[config.mk]
export PLATFORM = sky130hd
export DESIGN_NAME = extint_ctrl
export DESIGN_NICKNAME = d
export VERILOG_FILES = /design/src/rtl/extint_pkg.sv /design/src/rtl/extint_sync.sv /design/src/rtl/extint_detect.sv /design/src/rtl/extint_regs.sv /design/src/rtl/extint_ctrl.sv
export SDC_FILE = /design/constraint.sdc
export NUM_CORES = 1
export LEC_CHECK = 0
export BUFFER_PORTS_ARGS = -buffer_cell sky130_fd_sc_hd__buf_2
export CELL_PAD_IN_SITES_DETAIL_PLACEMENT = 0
export CELL_PAD_IN_SITES_GLOBAL_PLACEMENT = 1
export CORE_ASPECT_RATIO = 0.8
export CORE_MARGIN = 2
export CORE_UTILIZATION = 41
export CTS_CLUSTER_DIAMETER = 30
export DETAILED_ROUTE_END_ITERATION = 8
export PLACE_DENSITY = 0.89
export SYNTH_ARGS = -nofsm -noshare
export SYNTH_HDL_FRONTEND = slang
export SYNTH_HIERARCHICAL = 1
export SYNTH_SLANG_ARGS = --single-unit
[constraint.sdc]
create_clock -name clk -period 1.6 [get_ports clk]
set_input_delay 0.08 -clock clk [delete_from_list [all_inputs] [get_ports clk]]
set_output_delay 0.08 -clock clk [all_outputs]
set_load 0.03 [all_outputs]
[src/rtl/extint_pkg.sv]
package extint_pkg;

    localparam int REG_W    = 16;
    localparam int ADDR_W   = 3;
    localparam int IRQ_CNT  = 8;

    localparam logic [ADDR_W-1:0] OFS_NMI_CTL = 3'd0;
    localparam logic [ADDR_W-1:0] OFS_SENSE   = 3'd2;
    localparam logic [ADDR_W-1:0] OFS_REQ     = 3'd4;

    localparam int NMI_LVL_BIT  = 15;
    localparam int NMI_EDGE_BIT = 8;
    localparam int NMI_FLAG_BIT = 1;

    typedef enum logic [1:0] {
        SENSE_LOW  = 2'd0,
        SENSE_FALL = 2'd1,
        SENSE_RISE = 2'd2,
        SENSE_BOTH = 2'd3
    } sense_e;

    typedef enum logic [1:0] {
        SEL_NONE,
        SEL_NMI_CTL,
        SEL_SENSE,
        SEL_REQ
    } reg_sel_e;

    typedef struct packed {
        logic level_low;
        logic rise;
        logic fall;
    } pin_evt_t;

    function automatic reg_sel_e decode_addr(input logic [ADDR_W-1:0] a);
        case (a)
            OFS_NMI_CTL: return SEL_NMI_CTL;
            OFS_SENSE:   return SEL_SENSE;
            OFS_REQ:     return SEL_REQ;
            default:     return SEL_NONE;
        endcase
    endfunction

    function automatic pin_evt_t classify(input logic cur, input logic prev);
        pin_evt_t ev;
        ev.level_low = ~cur;
        ev.rise      = cur & ~prev;
        ev.fall      = ~cur & prev;
        return ev;
    endfunction

    function automatic logic sense_hit(input sense_e mode, input pin_evt_t ev);
        case (mode)
            SENSE_LOW:  return ev.level_low;
            SENSE_FALL: return ev.fall;
            SENSE_RISE: return ev.rise;
            default:    return ev.rise | ev.fall;
        endcase
    endfunction

endpackage

[src/rtl/extint_sync.sv]
module extint_sync #(
    parameter int   WIDTH   = 8,
    parameter logic RST_VAL = 1'b1
) (
    input  logic             clk,
    input  logic             rst,
    input  logic [WIDTH-1:0] pin_async,
    output logic [WIDTH-1:0] pin_sync,
    output logic [WIDTH-1:0] pin_prev
);
    logic [WIDTH-1:0] meta_q;

    // Two flops of synchronization, then one more stage for the edge history.
    always_ff @(posedge clk) begin
        if (rst) begin
            meta_q   <= {WIDTH{RST_VAL}};
            pin_sync <= {WIDTH{RST_VAL}};
            pin_prev <= {WIDTH{RST_VAL}};
        end else begin
            meta_q   <= pin_async;
            pin_sync <= meta_q;
            pin_prev <= pin_sync;
        end
    end
endmodule

[src/rtl/extint_detect.sv]
module extint_detect
    import extint_pkg::*;
#(
    parameter int NUM_IRQ = IRQ_CNT
) (
    input  logic [NUM_IRQ-1:0]      irq_sync,
    input  logic [NUM_IRQ-1:0]      irq_prev,
    input  logic [NUM_IRQ-1:0][1:0] sense_cfg,
    input  logic                    nmi_sync,
    input  logic                    nmi_prev,
    input  logic                    nmi_rise_sel,
    output logic [NUM_IRQ-1:0]      irq_hit,
    output logic                    nmi_hit
);
    genvar g;
    generate
        for (g = 0; g < NUM_IRQ; g++) begin : g_pin
            pin_evt_t ev;
            always_comb begin
                ev         = classify(irq_sync[g], irq_prev[g]);
                irq_hit[g] = sense_hit(sense_e'(sense_cfg[g]), ev);
            end
        end
    endgenerate

    pin_evt_t nmi_ev;
    always_comb begin
        nmi_ev  = classify(nmi_sync, nmi_prev);
        nmi_hit = nmi_rise_sel ? nmi_ev.rise : nmi_ev.fall;
    end
endmodule

[src/rtl/extint_regs.sv]
module extint_regs
    import extint_pkg::*;
#(
    parameter int NUM_IRQ = IRQ_CNT
) (
    input  logic                    clk,
    input  logic                    rst,
    input  logic [ADDR_W-1:0]       bus_addr,
    input  logic [REG_W-1:0]        bus_wdata,
    input  logic                    bus_we,
    input  logic                    bus_re,
    output logic [REG_W-1:0]        bus_rdata,
    input  logic [NUM_IRQ-1:0]      irq_hit,
    input  logic                    nmi_hit,
    input  logic                    nmi_level,
    output logic [NUM_IRQ-1:0][1:0] sense_cfg,
    output logic                    nmi_rise_sel,
    output logic [NUM_IRQ-1:0]      req_flags,
    output logic                    nmi_flag
);
    localparam int SENSE_W = 2 * NUM_IRQ;

    reg_sel_e           sel;
    logic [NUM_IRQ-1:0] clr_mask;
    logic               nmi_clr;

    always_comb begin
        sel      = decode_addr(bus_addr);
        clr_mask = (bus_we && sel == SEL_REQ) ? ~bus_wdata[NUM_IRQ-1:0] : '0;
        nmi_clr  = bus_we && sel == SEL_NMI_CTL && !bus_wdata[NMI_FLAG_BIT];
    end

    always_ff @(posedge clk) begin
        if (rst) begin
            sense_cfg    <= '0;
            nmi_rise_sel <= 1'b0;
            req_flags    <= '0;
            nmi_flag     <= 1'b0;
        end else begin
            if (bus_we && sel == SEL_SENSE)
                sense_cfg <= bus_wdata[SENSE_W-1:0];
            if (bus_we && sel == SEL_NMI_CTL)
                nmi_rise_sel <= bus_wdata[NMI_EDGE_BIT];
            // A new event overrides a same-cycle clear.
            req_flags <= irq_hit | (req_flags & ~clr_mask);
            nmi_flag  <= nmi_hit | (nmi_flag & ~nmi_clr);
        end
    end

    always_comb begin
        bus_rdata = '0;
        if (bus_re) begin
            case (sel)
                SEL_NMI_CTL: begin
                    bus_rdata[NMI_LVL_BIT]  = nmi_level;
                    bus_rdata[NMI_EDGE_BIT] = nmi_rise_sel;
                    bus_rdata[NMI_FLAG_BIT] = nmi_flag;
                end
                SEL_SENSE: bus_rdata[SENSE_W-1:0] = sense_cfg;
                SEL_REQ:   bus_rdata[NUM_IRQ-1:0] = req_flags;
                default:   bus_rdata = '0;
            endcase
        end
    end
endmodule

[src/rtl/extint_ctrl.sv]
module extint_ctrl
    import extint_pkg::*;
#(
    parameter int NUM_IRQ = IRQ_CNT
) (
    input  logic               clk,
    input  logic               rst,
    input  logic [ADDR_W-1:0]  bus_addr,
    input  logic [REG_W-1:0]   bus_wdata,
    input  logic               bus_we,
    input  logic               bus_re,
    output logic [REG_W-1:0]   bus_rdata,
    input  logic [NUM_IRQ-1:0] pin_irq,
    input  logic               pin_nmi,
    output logic [NUM_IRQ-1:0] irq_out,
    output logic               nmi_out
);
    logic [NUM_IRQ-1:0]      irq_sync, irq_prev, irq_hit, req_flags;
    logic [NUM_IRQ-1:0][1:0] sense_cfg;
    logic                    nmi_sync, nmi_prev, nmi_hit, nmi_rise_sel, nmi_flag;

    extint_sync #(.WIDTH(NUM_IRQ), .RST_VAL(1'b1)) u_irq_sync (
        .clk(clk), .rst(rst), .pin_async(pin_irq),
        .pin_sync(irq_sync), .pin_prev(irq_prev)
    );

    extint_sync #(.WIDTH(1), .RST_VAL(1'b1)) u_nmi_sync (
        .clk(clk), .rst(rst), .pin_async(pin_nmi),
        .pin_sync(nmi_sync), .pin_prev(nmi_prev)
    );

    extint_detect #(.NUM_IRQ(NUM_IRQ)) u_detect (
        .irq_sync(irq_sync), .irq_prev(irq_prev), .sense_cfg(sense_cfg),
        .nmi_sync(nmi_sync), .nmi_prev(nmi_prev), .nmi_rise_sel(nmi_rise_sel),
        .irq_hit(irq_hit), .nmi_hit(nmi_hit)
    );

    extint_regs #(.NUM_IRQ(NUM_IRQ)) u_regs (
        .clk(clk), .rst(rst),
        .bus_addr(bus_addr), .bus_wdata(bus_wdata), .bus_we(bus_we),
        .bus_re(bus_re), .bus_rdata(bus_rdata),
        .irq_hit(irq_hit), .nmi_hit(nmi_hit), .nmi_level(nmi_sync),
        .sense_cfg(sense_cfg), .nmi_rise_sel(nmi_rise_sel),
        .req_flags(req_flags), .nmi_flag(nmi_flag)
    );

    assign irq_out = req_flags;
    assign nmi_out = nmi_flag;
endmodule

# == After elaboration in Yosys (flattened, before gate mapping) ==
# Cells that the tools add are included.
# Widths: inputs -> output; s select.
# word_totals
input_bits,32
elab_cells,121
register_bits,53
# op_classes
n_mux,18
bitwise,51
eq_ne,21
n_reduce_logical,14
# op_table
operator,n
$pmux 1 s3,9
$eq 2x2->1 const B,10
$and 1x1->1,19
$not 1->1,19
$eq 2x1->1 const B,9
$logic_not 2->1,8
$mux 16,1
$not 8->8,2
$pmux 6 s2,1
$or 1x1->1,9
$and 8x8->8,1
$mux 8,1
$or 8x8->8,1
$mux 6,1
$pmux 1 s2,3
$pmux 2 s3,1
$logic_and 1x1->1,4
$eq 3x2->1 const B,1
$eq 3x3->1 const B,1
$logic_not 3->1,1
$logic_not 1->1,1
$mux 1,1

# == Logic depth before layout (Yosys ltp) ==
# logic_depth
depth_word,8
depth_mapped,6

# == Modules after synthesis ==
# Netlist, hierarchy kept.
# by_module_without_submodules
mod,area_per_inst_um2,cells_per_inst,seq_area_each_um2,n_inst
extint_regs,1396.3,156,520.5,1
extint_sync at u_irq_sync,653.1,50,480.5,1
extint_detect,486.7,51,0.0,1
extint_sync at u_nmi_sync,78.8,6,60.1,1

# == Worst setup path after synthesis ==
# No wires, ideal clock.
# synth_path
path_kind,flip-flop to flip-flop
from,register u_irq_sync.pin_sync[0]
to,register u_regs.req_flags[0]
t_arrival_ns,1.271
n_path_buf,0
path_slack_ns,0.196
t_required_ns,1.467
setup_time_ns,0.133
stages_incl_launch_ff,7
cell_sequence,dfxtp_1 -> inv_1 -> ha_1 -> inv_1 -> mux4_2 -> nor2_1 -> a211oi_1
# synth_via
elab_chain_cells,5
# synth_rtl
item,line_no,text
"start, declared",extint_sync.sv:8,"output logic [WIDTH-1:0] pin_sync,"
"start signal, assigned",extint_sync.sv:17,pin_sync <= {WIDTH{RST_VAL}};
"start signal, assigned",extint_sync.sv:21,pin_sync <= meta_q;
$not 1->1,"extint_pkg.sv:46, extint_pkg.sv:48",
$and 1x1->1,extint_pkg.sv:48,ev.fall = ~cur & prev;
$or 1x1->1,extint_pkg.sv:57,default: return ev.rise | ev.fall;
$pmux 1 s3 *,extint_pkg.sv:53,case (mode)
via irq_hit[0],extint_ctrl.sv:18,"logic [NUM_IRQ-1:0] irq_sync, irq_prev, irq_hit, req_flags;"
$or 8x8->8 *,extint_regs.sv:45,req_flags <= irq_hit | (req_flags & ~clr_mask);
"end signal, assigned",extint_regs.sv:45,
"end, declared",extint_regs.sv:18,"output logic [NUM_IRQ-1:0] req_flags,"
# The timed path passes the listed nets; every way through them passes the cells marked *.
# A chain may end at the register's enable or synchronous reset.

# == Worst setup path in the final report ==
# layout_path
from,register u_irq_sync.pin_sync[4]
to,register u_regs.req_flags[4]
# Same word-level chain as after synthesis.

==> impl_metrics.json <==
{
  "synth_edf_count": 0,
  "critPathCapture": "u_regs/req_flags[4]",
  "grt_pass1_vias": 1910,
  "clock_latency_ns": 0.30,
  "crit_start": "u_irq_sync/pin_sync[4]",
  "post-place-ws_ns": 0.0947,
  "slew_headroom_pct": 66.6,
  "synthFlopType": "dfxtp_1",
  "synth-seq-cells": 53,
  "synthTopCellsByArea": "dfxtp_1 (41%), nand2b_1 (8.4%), ha_1 (7.7%)",
  "p_per_area_nw_per_um2": 773,
  "swShare_pct": 24.7,
  "ios": 57,
  "dr.pass1.iters": 4,
  "totalPowerFinal_w": 0.00244,
  "setup.worst_path.start_class": "flop",
  "gp_congestion": 0.772,
  "reg2reg_depth": 6,
  "intPower_w": 0.00184,
  "setup_tns_ns": 0,
  "die_y_um": 75.4,
  "dr.first_iter.drc_count": 56,
  "yosysMostFrequentCell": "dfxtp_1",
  "numPortBuffers": 56,
  "clkPwrFrac_pct": 29.5,
  "critPathCaptureType": "flop",
  "grt_pass1_wl_mm": 8.98,
  "die_w_um": 93.3,
  "r2r-end": "u_regs/req_flags[4]",
  "initial_core_util_pct": 43.3,
  "cts_sinks": 53,
  "tightest_slew_ns": 0.501,
  "grt.overflow.total": 0,
  "rr_startpoint": "u_irq_sync/pin_sync[4]",
  "row_count": 25,
  "cts_inserted_buffers": 5,
  "min_path_type": "in -> reg",
  "rsz0062_at_grt": "false",
  "maxCapViolCount": 0,
  "core_area_um2": 6040,
  "avgSynthCellArea_um2": 9.94,
  "skew_ns": 0.00742,
  "wire_per_inst_um": 13.1,
  "antenna_found_initial": 0,
  "grt_max_degree": 38,
  "p_sw_w": 0.000601,
  "clk_pin_slew_ns": 0.09,
  "critical_path.max_fanout": 3,
  "dieArea_um2": 7040,
  "p_leak_nw": 1.45,
  "critPathRequiredTime_ns": 1.77,
  "multi_input_area_um2": 1380,
  "yosysTopAreaCell": "dfxtp_1",
  "synth_cells": 263,
  "fmax_mhz": 662,
  "grtUsageTotal_pct": 16.3,
  "synthesis.nets": 311,
  "num_vias": 1999,
  "final_hold_viol_count": 0,
  "r2r_slack_ns": 0.09,
  "post_cts_buffers": 0,
  "nFillCells": 573,
  "postRouteAntennaNets": 0,
  "cp_data_arrival_time_ns": 1.68,
  "ys_seq_area_share_pct": 40.6,
  "outcome": "completed",
  "num_antenna_cells": 0,
  "drc": 0,
  "ys_warn_count": 6,
  "synthTopCellsByCount": "dfxtp_1 (53), nand2b_1 (35), or2_1 (27)",
  "slew_viol_final": 0,
  "hpwl_mm": 3.80,
  "htreeDepth": 2,
  "ys_types": 28,
  "finalSetupViolations": 0,
  "wirelength_mm": 5.38,
  "seq_power_share_pct": 57.5,
  "syn2layout_area_growth_pct": 20.6,
  "via_per_inst": 4.89,
  "combPwrFrac_pct": 13.0,
  "clockRootBuffer": "clkbuf_8",
  "final.min_clock_period_ns": 1.51,
  "fin_nets": 375,
  "post-route-period-util_pct": 94.4,
  "clockBufferDepth": 2,
  "ys_async_sr_fraction_pct": 0,
  "syn_area_um2": 2620,
  "ir_worst_vdd_mv": 0.362,
  "worst_slack_ns": 0.0900,
  "critPathKind": "reg -> reg",
  "synth_top_area_share_pct": 40.6,
  "drive_gt1_share_pct": 24.7,
  "ff_latch_area_um2": 1070,
  "cts_tree": "built"
}
==> critical path, cell delays in order (launching register included) <==
cell and delay (ns):
dfxtp_2 0.34, inv_1 0.05, ha_1 0.27, inv_1 0.03, mux4_2 0.47, nor2_1 0.13, a211oi_1 0.09
==> routing by layer <==
layer / global-route usage [%] / routed length (um)
met1: 21.7 / 2580
met2: 27.2 / 2540
met3: 3.56 / 227
met4: 4.41 / 28
met5: 0 / 0
==> state kept, by name (all words and copies together), names as in the netlist <==
signal / count
u_irq_sync/pin_prev: 8
u_regs/nmi_rise_sel: 1
u_regs/sense_cfg: 16
u_regs/req_flags: 8
u_irq_sync/pin_sync: 8
u_nmi_sync/meta_q: 1
u_irq_sync/meta_q: 8
u_regs/nmi_flag: 1
u_nmi_sync/pin_prev: 1
u_nmi_sync/pin_sync: 1
==> power by group through the flow <==
stage / Sequential [W] / Clock [W] / Combinational, W
floorplan: 0.00145 / 0 / 0.000175
global placement: 0.00143 / 0 / 0.000290
detailed placement: 0.00143 / 0 / 0.000300
CTS: 0.00140 / 0.000751 / 0.000318
global route: 0.00141 / 0.000793 / 0.000354
finish: 0.00140 / 0.000719 / 0.000317
==> cell families (layout without fill, tap and decap cells) <==
| kind of cell | Yosys count | count (layout) | share of synthesized area (%) |
|---|---|---|---|
| compound gates | 18 | 18 | 4.59 |
| simple gates | 111 | 111 | 25.9 |
| mux | 28 | 28 | 14.6 |
| fa+ha+maj | 16 | 16 | 7.66 |
| flops | 53 | 53 | 40.6 |
| buf+inv | 37 | 102 | 6.65 |
==> stage by stage <==
stage	util [%]	instance area [um2]	instances	hold slack, ns
after floorplan	-	2620	263	0.177
after global placement	49.2	2970	391	0.257
after detailed placement	49.2	2970	391	0.259
after CTS	52.1	3150	409	0.0194
after global routing	52.2	3150	409	0.0207
final	52.2	3150	409	0.0340
==> layout by cell type, fill, tap and decap left out, drive strengths merged <==
| cell type | n |
|---|---|
| nor3 | 1 |
| or2 | 27 |
| dlygate4sd3 | 10 |
| mux2i | 19 |
| a311oi | 1 |
| mux2 | 1 |
| a211oi | 8 |
| nor2b | 1 |
| o22ai | 1 |
| buf | 60 |
| nand2b | 35 |
| nand3b | 14 |
| dfxtp | 53 |
| ha | 16 |
| mux4 | 8 |
| a21oi | 7 |
| nor4b | 1 |
| or3b | 1 |
| nor2 | 20 |
| and2b | 1 |
| clkbuf | 8 |
| nor3b | 1 |
| nand2 | 1 |
| and4bb | 2 |
| inv | 24 |
| a32o | 1 |
| and3 | 6 |
==> final cells by class <==
type	count	share of cell area (%)
Inverter	24	2.86
Timing Repair Buffer	70	13.8
Tap cell	81	3.21
Sequential cell	53	33.8
Clock buffer	8	2.54
Multi-Input combinational cell	173	43.8
==> timing repair <==
action	CTS	global route
hold buffers	10	0
endpoints found under the setup margin	0	5
hold endpoints to repair	10	0
gates resized for setup	0	5
==> worst min-delay path by stage <==
stage | startpoint | endpoint | slack, ns | depth (start not counted)
after floorplan | pin_irq[0] | u_irq_sync/meta_q[0] | 0.18 | 1
after global placement | pin_irq[6] | u_irq_sync/meta_q[6] | 0.26 | 2
after detailed placement | pin_irq[6] | u_irq_sync/meta_q[6] | 0.26 | 2
after CTS | bus_wdata[11] | u_regs/sense_cfg[11] | 0.02 | 3
after global routing | bus_wdata[12] | u_regs/sense_cfg[12] | 0.02 | 3
final | bus_wdata[13] | u_regs/sense_cfg[13] | 0.03 | 3
No activity file was read; power rests on OpenSTA's default activity.
